`config.mk`:
```
export PLATFORM = sky130hd
export DESIGN_NAME = frame_sync_gen
export DESIGN_NICKNAME = d
export VERILOG_FILES = /design/src/rtl/fsg_pkg.sv /design/src/rtl/fsg_regs.sv /design/src/rtl/fsg_phase_core.sv /design/src/rtl/frame_sync_gen.sv
export SDC_FILE = /design/constraint.sdc
export NUM_CORES = 1
export LEC_CHECK = 0
export ABC_AREA = 1
export BUFFER_PORTS_ARGS = -buffer_cell sky130_fd_sc_hd__buf_4
export CAP_MARGIN = 10
export CORE_MARGIN = 4
export CORE_UTILIZATION = 43
export CTS_BUF_LIST = sky130_fd_sc_hd__clkbuf_16
export DETAILED_ROUTE_END_ITERATION = 8
export GPL_ROUTABILITY_DRIVEN = 1
export PLACE_DENSITY = 0.69
export SETUP_SLACK_MARGIN = 0.2
export SKIP_CTS_REPAIR_TIMING = 1
export SLEW_MARGIN = 20
export SYNTH_ARGS = -nofsm -noshare
export SYNTH_HDL_FRONTEND = slang
export SYNTH_SLANG_ARGS = --single-unit
```
`constraint.sdc`:
```
create_clock -name clk -period 1.7 [get_ports clk]
set_clock_uncertainty 0.15 [all_clocks]
set_input_delay 0.34 -clock clk [delete_from_list [all_inputs] [get_ports clk]]
set_output_delay 0.34 -clock clk [all_outputs]
set_load 0.005 [all_outputs]
```
`src/rtl/fsg_pkg.sv`:
```
// Package: shared types and the register address map of the frame-sync
// generator. Assumes a 3-bit word address on the register port.
package fsg_pkg;

    typedef enum logic [1:0] {
        PH_IDLE = 2'd0,
        PH_HIGH = 2'd1,
        PH_LOW  = 2'd2
    } fsg_phase_e;

    localparam int unsigned ADDR_W   = 3;
    localparam int unsigned SEL_W    = 4;
    localparam int unsigned MDIV_LSB = 8;
    localparam int unsigned MDIV_W   = 4;

    localparam logic [ADDR_W-1:0] A_RUN    = 3'd0;
    localparam logic [ADDR_W-1:0] A_SRCSEL = 3'd1;
    localparam logic [ADDR_W-1:0] A_HICNT  = 3'd2;
    localparam logic [ADDR_W-1:0] A_LOCNT  = 3'd3;
    localparam logic [ADDR_W-1:0] A_MCLK   = 3'd4;

endpackage

```
`src/rtl/fsg_regs.sv`:
```
// Module: fsg_regs
// Holds the settings written over the single-cycle register port: run bit,
// clock-source selector, high/low phase counts and the master-clock word.
// Assumes PER_W <= DATA_W and DATA_W >= MDIV_LSB + MDIV_W. Unmapped
// addresses are dropped.
module fsg_regs
    import fsg_pkg::*;
#(
    parameter int unsigned DATA_W = 32,
    parameter int unsigned PER_W  = 12
) (
    input  logic              clk,
    input  logic              rst_n,
    input  logic              wr_en,
    input  logic [ADDR_W-1:0] wr_addr,
    input  logic [DATA_W-1:0] wr_data,
    output logic              run_o,
    output logic [SEL_W-1:0]  src_o,
    output logic [PER_W-1:0]  hi_o,
    output logic [PER_W-1:0]  lo_o,
    output logic              mclk_en_o,
    output logic [MDIV_W-1:0] mclk_div_o
);

    localparam int unsigned MDIV_TOP = MDIV_LSB + MDIV_W;
    localparam int unsigned USED_W   = (PER_W > MDIV_TOP) ? PER_W : MDIV_TOP;

    // Register write decode and storage.
    always_ff @(posedge clk) begin
        if (!rst_n) begin
            run_o      <= 1'b0;
            src_o      <= '0;
            hi_o       <= '0;
            lo_o       <= '0;
            mclk_en_o  <= 1'b0;
            mclk_div_o <= MDIV_W'(1);
        end else if (wr_en) begin
            case (wr_addr)
                A_RUN:    run_o <= wr_data[0];
                A_SRCSEL: src_o <= wr_data[SEL_W-1:0];
                A_HICNT:  hi_o  <= wr_data[PER_W-1:0];
                A_LOCNT:  lo_o  <= wr_data[PER_W-1:0];
                A_MCLK: begin
                    mclk_en_o  <= wr_data[0];
                    mclk_div_o <= wr_data[MDIV_TOP-1:MDIV_LSB];
                end
                default: ;
            endcase
        end
    end

    // Upper data bits that no register takes.
    generate
        if (DATA_W > USED_W) begin : g_spare
            logic spare_unused;
            assign spare_unused = ^wr_data[DATA_W-1:USED_W];
        end
    endgenerate

    // the selector takes only the low nibble of the written word.
    a_r8_src_nibble: assert property (@(posedge clk) disable iff (!rst_n)
        (wr_en && wr_addr == A_SRCSEL) |=> (src_o == $past(wr_data[SEL_W-1:0])));

    // the master-clock word splits into enable and divider.
    a_r9_mclk_fields: assert property (@(posedge clk) disable iff (!rst_n)
        (wr_en && wr_addr == A_MCLK) |=>
            (mclk_en_o == $past(wr_data[0]) &&
             mclk_div_o == $past(wr_data[MDIV_TOP-1:MDIV_LSB])));

    // unmapped addresses leave every setting alone.
    a_r10_unmapped: assert property (@(posedge clk) disable iff (!rst_n)
        (wr_en && wr_addr > A_MCLK) |=>
            ($stable(run_o) && $stable(src_o) && $stable(hi_o) &&
             $stable(lo_o) && $stable(mclk_en_o) && $stable(mclk_div_o)));

endmodule

```
`src/rtl/fsg_phase_core.sv`:
```
// Module: fsg_phase_core
// Counts bit-clock ticks through a high and a low phase. Both phase counts
// are latched at each frame start, so a frame keeps the lengths it began
// with. Assumes tick_i is a one-clock strobe. Clearing run_i idles it at once.
module fsg_phase_core
    import fsg_pkg::*;
#(
    parameter int unsigned PER_W = 12
) (
    input  logic             clk,
    input  logic             rst_n,
    input  logic             run_i,
    input  logic             tick_i,
    input  logic [PER_W-1:0] hi_i,
    input  logic [PER_W-1:0] lo_i,
    output logic             fsync_o,
    output logic             frame_start_o
);

    fsg_phase_e       phase_q, phase_d;
    logic [PER_W-1:0] cnt_q, cnt_d;
    logic [PER_W-1:0] act_hi_q, act_hi_d;
    logic [PER_W-1:0] act_lo_q, act_lo_d;
    logic             pulse_q, pulse_d;
    logic             new_frame;

    // Next-state logic: advance one tick, and latch the counts at a frame start.
    always_comb begin
        phase_d   = phase_q;
        cnt_d     = cnt_q;
        new_frame = 1'b0;
        if (!run_i) begin
            phase_d = PH_IDLE;
            cnt_d   = '0;
        end else if (tick_i) begin
            case (phase_q)
                PH_IDLE: new_frame = 1'b1;
                PH_HIGH: begin
                    if (cnt_q == act_hi_q) begin
                        phase_d = PH_LOW;
                        cnt_d   = '0;
                    end else begin
                        cnt_d = cnt_q + 1'b1;
                    end
                end
                PH_LOW: begin
                    if (cnt_q == act_lo_q) new_frame = 1'b1;
                    else                   cnt_d     = cnt_q + 1'b1;
                end
                default: phase_d = PH_IDLE;
            endcase
            if (new_frame) begin
                phase_d = PH_HIGH;
                cnt_d   = '0;
            end
        end
        act_hi_d = new_frame ? hi_i : act_hi_q;
        act_lo_d = new_frame ? lo_i : act_lo_q;
        pulse_d  = new_frame;
    end

    // State registers.
    always_ff @(posedge clk) begin
        if (!rst_n) begin
            phase_q  <= PH_IDLE;
            cnt_q    <= '0;
            act_hi_q <= '0;
            act_lo_q <= '0;
            pulse_q  <= 1'b0;
        end else begin
            phase_q  <= phase_d;
            cnt_q    <= cnt_d;
            act_hi_q <= act_hi_d;
            act_lo_q <= act_lo_d;
            pulse_q  <= pulse_d;
        end
    end

    // Outputs are gated by the run bit so that a stop takes effect at once.
    assign fsync_o       = run_i && (phase_q == PH_HIGH);
    assign frame_start_o = run_i && pulse_q;

    // a stopped generator is idle one edge later.
    a_r2_idle_after_stop: assert property (@(posedge clk) disable iff (!rst_n)
        !run_i |=> (phase_q == PH_IDLE));

    // a frame-start strobe always falls in a high phase.
    a_r3_start_in_high: assert property (@(posedge clk) disable iff (!rst_n)
        pulse_q |-> (phase_q == PH_HIGH && cnt_q == '0));

    // the counter never runs past the latched phase count.
    a_r4_count_bound: assert property (@(posedge clk) disable iff (!rst_n)
        (phase_q == PH_HIGH) |-> (cnt_q <= act_hi_q));

    // the strobe is a single clock wide.
    a_r5_single_strobe: assert property (@(posedge clk) disable iff (!rst_n)
        frame_start_o |=> !frame_start_o);

    // latched counts move only together with a frame-start strobe.
    a_r6_counts_frozen: assert property (@(posedge clk) disable iff (!rst_n)
        !pulse_q |-> ($stable(act_hi_q) && $stable(act_lo_q)));

    // without a tick the phase holds while running.
    a_r7_moves_on_tick: assert property (@(posedge clk) disable iff (!rst_n)
        (run_i && !tick_i) |=> (!run_i || $stable(phase_q)));

endmodule

```
`src/rtl/frame_sync_gen.sv`:
```
// Module: frame_sync_gen (top)
// Frame-sync generator: a register block feeds a tick-driven phase core.
// Assumes bclk_en is synchronous to clk and that the register port writes
// one word per strobe. The clock selector and master-clock word are only
// stored and shown on status outputs.
module frame_sync_gen
    import fsg_pkg::*;
#(
    parameter int unsigned DATA_W = 32,
    parameter int unsigned PER_W  = 12
) (
    input  logic              clk,
    input  logic              rst_n,
    input  logic              bclk_en,
    input  logic              wr_en,
    input  logic [2:0]        wr_addr,
    input  logic [DATA_W-1:0] wr_data,
    output logic              fsync,
    output logic              frame_start,
    output logic [3:0]        clk_src_sel,
    output logic              mclk_en,
    output logic [3:0]        mclk_div
);

    logic             run;
    logic [PER_W-1:0] hi_cnt;
    logic [PER_W-1:0] lo_cnt;

    fsg_regs #(
        .DATA_W (DATA_W),
        .PER_W  (PER_W)
    ) u_regs (
        .clk        (clk),
        .rst_n      (rst_n),
        .wr_en      (wr_en),
        .wr_addr    (wr_addr),
        .wr_data    (wr_data),
        .run_o      (run),
        .src_o      (clk_src_sel),
        .hi_o       (hi_cnt),
        .lo_o       (lo_cnt),
        .mclk_en_o  (mclk_en),
        .mclk_div_o (mclk_div)
    );

    fsg_phase_core #(
        .PER_W (PER_W)
    ) u_core (
        .clk           (clk),
        .rst_n         (rst_n),
        .run_i         (run),
        .tick_i        (bclk_en),
        .hi_i          (hi_cnt),
        .lo_i          (lo_cnt),
        .fsync_o       (fsync),
        .frame_start_o (frame_start)
    );

    // reset leaves the outputs idle and the divider at its normal value.
    a_r1_reset_state: assert property (@(posedge clk)
        !rst_n |=> (!fsync && !frame_start && clk_src_sel == 4'd0 &&
                    !mclk_en && mclk_div == 4'd1));

endmodule

```
==> flow_summary.ini, run 1 <==
[cts]
htree_levels = 3
cts_tree = built
cts.path.max_buffers = 2
clock_latency_ps = 330
tritoncts_num_sinks = 73
root_buffer = clkbuf_16
cts_made_buffers = 9
clk_pin_slew_ps = 60

[die]
die_w_um = 94.5
core_area_um2 = 7250
fp.dieH_um = 94.5
row_count = 31
die_area_um2 = 8930
io_pins = 50
initial_core_util_pct = 44.4

[status]
status = complete, no violations

[timing]
fin_crit_sh_pct = 98.0
finalHoldViolations = 0
maxSlewViolCount = 0
rsz0062_at_grt = yes
fmaxAchievable_ghz = 0.600
relSlewSlack_pct = 74.3
setup_violations = 0
worst_slack_ps = 34.7
tightestPinTransition_ps = 385
min_period_ps = 1670

[synth]
syn_area_per_cell_um2 = 7.31
synthesis.area_um2 = 3220
seq_area_frac_synth_pct = 45.4
synthTopCellsByArea = dfxtp_1 (45%), nand2_1 (9.3%), nor2_1 (7.1%)
syn_nets = 480
synth_top_area_share_pct = 45.4
ys_ff_latch = 73
ys_types = 27
synth_top_area_cell = dfxtp_1
syn-instance-count = 440
yosysWarnings = 0

[global_route]
grt-ovfl-total = 0
grt_pass1_vias = 2690
grt_start_max_net_pins = 35
antenna_found_initial = 0
grt_pass1_wl_mm = 12.3
grtUsageTotal_pct = 17.8

[power]
power.leakage_nw = 1.83
power_density_nw_per_um2 = 862
power.total_w = 0.00381
vdd_drop_max_mv = 0.686

[route]
viasPerCell = 4.91
drc_errors = 0
post_drt_wl_per_cell_um = 13.7
first_pass_iters = 4
wl_mm = 8.20
postRouteAntennaNets = 0
vias = 2937
drt_iter0_markers = 137

[run]
maxCapViolations = 0

[setup_path]
cp-startpoint = u_core.cnt_q[0]
path_buf_inv = 1
cpPeakStageDelay_ps = 410
crit_chain = xnor2_2 -> nand2_1 -> nor2_2 -> nand3_4 -> nand2_8 -> clkbuf_16 -> nand3_1 -> a21oi_2
critical_path_class = reg -> reg
critPathSlowestCell = dfxtp_4
reg2reg_from = u_core.cnt_q[0]
arrival_ps = 1770
critPathRequiredTime_ps = 1810
crit_family = simple AND/OR/NAND/NOR gates
cp-end-kind = flip-flop
crit_path_max_fanout = 6
critPathLaunchType = flip-flop

[finish]
n_antenna_cell = 0
fin_nets = 534
fill_cells = 630
final_cell_mix = nand2_1 (77), buf_4 (53), dfxtp_1 (52)
drive_above_1_share_pct = 31.1
syn_to_final_growth_pct = 37.5
final_common_cell = nand2_1

[placed_design]
io_buffers = 29
gp_congestion = 0.833
pre_cts_slack_ps = -49.0
dpl.hpwl_mm = 5.28

[hold_path]
min_from = wr_data[8]
min_path_type = in -> reg
[per-layer routing]
metal	wire length [µm]	up-vias	global-route usage, %
met5	0	-	0
met4	139	0	6.49
met3	376	11	6.37
met2	4120	71	27.8
met1	3570	1336	22.5
li1	-	1519	-
[Yosys cell counts]
master,count
nor2_1,61
ha_1,1
clkbuf_1,12
xnor2_1,19
a41oi_1,1
nor3_2,1
nand2_1,80
xor2_1,3
a21oi_1,45
o21ai_0,35
clkbuf_2,2
inv_2,1
nor2_4,2
nand4_1,2
inv_4,1
inv_1,48
a21oi_4,1
nand3_2,2
dfxtp_1,73
buf_4,5
nand3_1,35
nor3_1,4
nand3b_4,1
nand3b_1,1
nand2_2,2
nor3b_1,1
buf_2,1
[sequential cells by signal (all words and copies together), names as in the netlist, 2 cells and up]
name,flops
u_regs.mclk_div_o,4
u_regs.lo_o,12
u_core.phase_q,2
u_core.act_hi_q,12
u_core.cnt_q,12
u_regs.src_o,4
u_core.act_lo_q,12
u_regs.hi_o,12
[worst register-to-register path, cell delays in order, from the launching register on]
cell	delay, ps
dfxtp_4	410
xnor2_2	120
nand2_1	70
nor2_2	160
nand3_4	120
nand2_8	160
clkbuf_16	170
nand3_1	100
a21oi_2	130
[final timing paths]
| check | cells after the start | slack, ps | endpoint |
|---|---|---|---|
| hold / removal | 3 | 90 | u_regs.mclk_div_o[0] |
| setup / recovery | 8 | 30 | u_core.act_lo_q[2] |
| hold reg to reg | 2 | 300 | u_regs.lo_o[6] |
| setup reg to reg | 8 | 30 | u_core.act_lo_q[2] |
[report_power, final]
part / internal [W] / switching (W)
registers: 0.00173 / 0.0000191
logic: 0.0000890 / 0.000118
clock network: 0.00113 / 0.000725
total: 0.00295 / 0.000862
[stage by stage]
step	cell area (µm²)	utilization (%)	setup TNS, ps	hold slack [ps]	instances
finish	4420	61.0	0	91.1	598
global route	4420	61.0	-140	103	598
CTS	3960	54.5	-393	84.2	582
detailed placement	3660	50.5	-144	287	566
global placement	3660	50.5	0	285	566
floorplan	3270	-	0	274	440
[cells by family after synthesis]
family	count (synthesis)	share of synthesized area, %
compound gates	82	13.2
xor+xnor	22	5.99
fa+ha+maj	1	0.389
buf+inv	70	8.95
flops	73	45.4
simple gates	192	26.0
[area by class of cell]
type / instances / area, µm² / area share (%)
Clock buffer: 9 / 225 / 5.09
Clock inverter: 7 / 68.8 / 1.56
Inverter: 50 / 193 / 4.36
Multi-Input combinational cell: 299 / 1760 / 39.7
Sequential cell: 73 / 1510 / 34.2
Tap cell: 99 / 124 / 2.80
Timing Repair Buffer: 61 / 542 / 12.3
(Power assumes the default switching activity.)
==> run 2, diff against run 1 <==
CELL_PAD_IN_SITES_DETAIL_PLACEMENT = 1   (was default)
CELL_PAD_IN_SITES_GLOBAL_PLACEMENT = 1   (was default)
CORE_UTILIZATION = 36   (was 43)
PLACE_DENSITY = 0.77   (was 0.69)
==> run 2 against run 1 <==
Net effect:
- the flow now finishes with violations (negative setup slack)
- global-route usage up 0.32 points
- critical path depth did not move
- sequential power hardly changed
- register-to-register slack worse by 70 ps
- sequential share of layout area is 0.80 points lower
- flip-flop and latch count stayed put
- worst setup slack lost 68 ps
- maximum frequency shrank 3.9%
- combinational power up 7%
- clock power decreased by 11%
- non-clock buffer count rose by 3
- utilization is 9.4 points lower
==> flow_summary.ini, run 2 (synthesis gave the netlist of run 1 again) <==
[cts]
root_buffer = clkbuf_16
clk_pin_slew_ps = 50
cts_made_buffers = 9
htree_levels = 3
clock_latency_ps = 330
cts.path.max_buffers = 2
cts_tree = built
tritoncts_num_sinks = 73

[timing]
tightestPinTransition_ps = 389
relSlewSlack_pct = 74.0
setup_violations = 1
worst_slack_ps = -33.3
min_period_ps = 1730
fmaxAchievable_ghz = 0.577
finalHoldViolations = 0
maxSlewViolCount = 0
hold_slack_ps = 89.5
fin_crit_sh_pct = 102
rsz0062_at_grt = yes

[setup_path]
path_buf_inv = 1
critical_path_class = reg -> reg
critPathSlowestCell = dfxtp_1
arrival_ps = 1830
crit_family = simple AND/OR/NAND/NOR gates
r2r_slack_ps = -30
critPathLaunchType = flip-flop
crit_chain = xnor2_1 -> nand2_1 -> nor2_2 -> nand3_4 -> nand2_8 -> buf_6 -> nand3_1 -> a21oi_1
critPathRequiredTime_ps = 1790
cpPeakStageDelay_ps = 370
cp-end-kind = flip-flop
crit_path_max_fanout = 7
cp-startpoint = u_core.act_lo_q[3]
reg2reg_from = u_core.act_lo_q[3]

[global_route]
grt-ovfl-total = 0
grt_pass1_wl_mm = 14.8
grt_start_max_net_pins = 26
grt_pass1_vias = 3094
grtUsageTotal_pct = 18.1
antenna_found_initial = 0

[route]
postRouteAntennaNets = 0
drt_iter0_markers = 99
viasPerCell = 5.07
post_drt_wl_per_cell_um = 16.8
first_pass_iters = 4
vias = 3083
wl_mm = 10.2
drc_errors = 0

[status]
status = finished with violations
violations = negative setup slack

[power]
power.leakage_nw = 1.80
power.total_w = 0.00364
vdd_drop_max_mv = 0.402
power_density_nw_per_um2 = 809

[placed_design]
io_buffers = 29
gp_congestion = 0.723
dpl.hpwl_mm = 6.32

[die]
initial_core_util_pct = 36.9
core_area_um2 = 8720
fp.dieH_um = 103
die_w_um = 103
die_area_um2 = 10500
row_count = 34
io_pins = 50

[finish]
fill_cells = 1049
syn_to_final_growth_pct = 39.8
final_common_cell = nand2_1
fin_nets = 537
final_cell_mix = nand2_1 (76), dfxtp_1 (56), nor2_1 (53)
n_antenna_cell = 0
register_area_um2 = 1500
drive_above_1_share_pct = 33.0
multi_input_area_um2 = 1820

[hold_path]
min_path_type = in -> reg
min_from = wr_data[8]

[run]
maxCapViolations = 0
## run 2: cell count changes in the layout (fill, tap and decap cells not counted), moves of 3 or more
cell,before,now
a21oi_1,32,28
xnor2_2,9,6
dfxtp_1,52,56
nand3_1,29,15
xnor2_1,10,13
a21oi_2,13,17
nand3_2,6,18
## run 2: where the power goes
part,switching (W),internal (W)
clock network,0.000708,0.000955
registers,0.0000229,0.00173
logic,0.000129,0.0000932
total,0.000860,0.00278
## run 2: cell type report
| type | count | share of cell area [%] |
|---|---|---|
| inverters | 50 | 4.23 |
| multi-input cells | 299 | 40.5 |
| flip-flops and latches | 73 | 33.4 |
| well taps | 108 | 3.00 |
| clock buffers | 9 | 5.01 |
| repair buffers | 64 | 13.3 |
| clock inverters | 5 | 0.584 |
## run 2: path summary, 6_finish.rpt
check | end | cells past startpoint
setup / recovery | u_core.act_lo_q[3] | 8
hold reg to reg | u_regs.lo_o[8] | 2
hold / removal | u_regs.mclk_div_o[0] | 3
setup reg to reg | u_core.act_lo_q[3] | 8
## run 2: through the flow
| step | utilization [%] | setup TNS (ps) | instances | area [µm²] | setup slack [ps] |
|---|---|---|---|---|---|
| 6_report | 51.6 | -33.3 | 608 | 4500 | -33.3 |
| 5_1_grt | 51.6 | -872 | 608 | 4500 | -126 |
| 4_1_cts | 45.4 | -521 | 593 | 3960 | -123 |
| 3_5_place_dp | 42.5 | -313 | 579 | 3700 | -63.4 |
| 3_3_place_gp | 42.5 | -38.2 | 579 | 3700 | -17.3 |
| 2_1_floorplan | - | 0 | 440 | 3270 | 192 |
## run 2: tightest hold or removal path: stages
cell,delay [ps]
buf_4,90
nand2_1,50
nand3_1,50
## run 2: metal layers
metal	share of wire (%)	GRT usage, %
met5	0	0
met4	1.6	5.35
met3	3.4	5.21
met2	53	29.7
met1	42	23.1
==> run 3, diff against run 2 <==
CORE_UTILIZATION = 44   (was 36)
GPL_TIMING_DRIVEN = 0   (was default)
PLACE_DENSITY = 0.88   (was 0.77)
clock period = 2.1 ns   (was 1.7 ns; I/O delays follow)
==> run 3 against run 2 <==
Net effect:
- the flow now finishes without violations
- utilization grew 5.1 points
- die area down 17%
- critical path depth decreased by 3
- sequential share of layout area is 3.9 points higher
- non-clock buffer count shrank 15
- first-iteration DRC count is 8.1% higher
- worst setup slack better by 300 ps
- design area decreased by 12%
==> flow_summary.ini, run 3 (synthesis gave the netlist of run 1 again) <==
[finish]
fin_nets = 520
drive_above_1_share_pct = 15.3
register_area_um2 = 1470
final_cells = 581
fill_cells = 895
syn_to_final_growth_pct = 22.4
multi_input_area_um2 = 1500
design_area_um2 = 3940
final_cell_mix = nand2_1 (78), dfxtp_1 (69), nor2_1 (60)
final_common_cell = nand2_1
n_antenna_cell = 0

[global_route]
antenna_found_initial = 0
grt-ovfl-total = 0
grt_start_max_net_pins = 14
grt_pass1_wl_mm = 16.0
grt_pass1_vias = 3175
grtUsageTotal_pct = 24.1

[hold_path]
min_path_type = in -> reg

[die]
io_pins = 50
initial_core_util_pct = 46.3
fp.dieH_um = 93.5
die_w_um = 93.5
die_area_um2 = 8740
core_area_um2 = 6940
row_count = 30

[setup_path]
arrival_ps = 1260
critPathLaunchType = flip-flop
crit_path_max_fanout = 6
cp-end-kind = primary output
critical_path_class = reg -> out
critPathRequiredTime_ps = 1530

[power]
power.leakage_nw = 1.67
clockPowerShare_pct = 51.1
power.total_w = 0.00324
switchingPower_w = 0.000733
p_int_w = 0.00251
sw_frac_of_total_pct = 22.6
p_seq_share_pct = 43.9
vdd_drop_max_mv = 0.413
power_density_nw_per_um2 = 823
combPwrFrac_pct = 4.9

[timing]
maxSlewViolCount = 0
finalHoldViolations = 0
min_period_ps = 1830
hold_slack_ps = 175
tightestPinTransition_ps = 501
setup_tns_ps = 0
fmaxAchievable_ghz = 0.546
rsz0062_at_grt = yes
setup_violations = 0
relSlewSlack_pct = 66.3
fin_crit_sh_pct = 87.2

[route]
drt_iter0_markers = 107
drc_errors = 0
postRouteAntennaNets = 0
first_pass_iters = 4
vias = 3040
wl_mm = 9.82
post_drt_wl_per_cell_um = 16.9
viasPerCell = 5.23

[cts]
clk_pin_slew_ps = 60
cts_tree = built
root_buffer = clkbuf_16
clock_latency_ps = 340
tritoncts_num_sinks = 73
cts_made_buffers = 9
htree_levels = 3
cts.path.max_buffers = 2

[placed_design]
dp.cells = 564
io_buffers = 28
place_area_um2 = 3550
dpl.hpwl_mm = 6.74
gp_congestion = 0.820

[run]
maxCapViolations = 0

[status]
status = complete, no violations
run 3: worst paths after layout:
kind	start	endpoint	slack (ps)	depth (start not counted)
max	u_core.phase_q[0]	fsync	270	5
min	wr_data[4]	u_regs.hi_o[4]	180	3
max reg2reg	u_core.cnt_q[4]	u_core.act_lo_q[0]	290	10
min reg2reg	u_regs.lo_o[2]	u_regs.lo_o[2]	300	2
run 3: area by class of cell:
class                           count  share of cell area [%]
Clock buffer                        9                    5.72
Inverter                           50                    4.83
Clock inverter                      7                    2.35
Sequential cell                    73                    37.3
Tap cell                           96                    3.05
Multi-Input combinational cell    297                    38.2
Buffer                             20                    3.05
Timing Repair Buffer               29                    5.53
run 3: worst max-delay path, stage by stage (launching register included):
cell and delay, ps:
dfxtp_4 400, inv_1 80, nor2_1 150, inv_1 80, nor2_1 90, buf_4 110
run 3: layer usage:
| layer | share of wire, % | track usage [%] | up-vias |
|---|---|---|---|
| li1 | - | - | 1477 |
| met1 | 42 | 27.8 | 1470 |
| met2 | 51 | 41.8 | 68 |
| met3 | 4.4 | 6.28 | 25 |
| met4 | 2.7 | 10.6 | 0 |
| met5 | 0 | 0 | - |
run 3: power groups by stage:
stage               clock network, W  registers, W  logic (W)
floorplan                          0       0.00145  0.0000763
global placement                   0       0.00145   0.000144
detailed placement                 0       0.00145   0.000150
CTS                          0.00167       0.00142   0.000154
global route                 0.00174       0.00143   0.000178
finish                       0.00166       0.00142   0.000160
run 3: stage by stage:
stage / util, % / worst slack, ps
floorplan: - / 492
global placement: 51.1 / 85.8
detailed placement: 51.1 / -46.7
CTS: 55.7 / 101
global route: 56.7 / 169
finish: 56.7 / 270
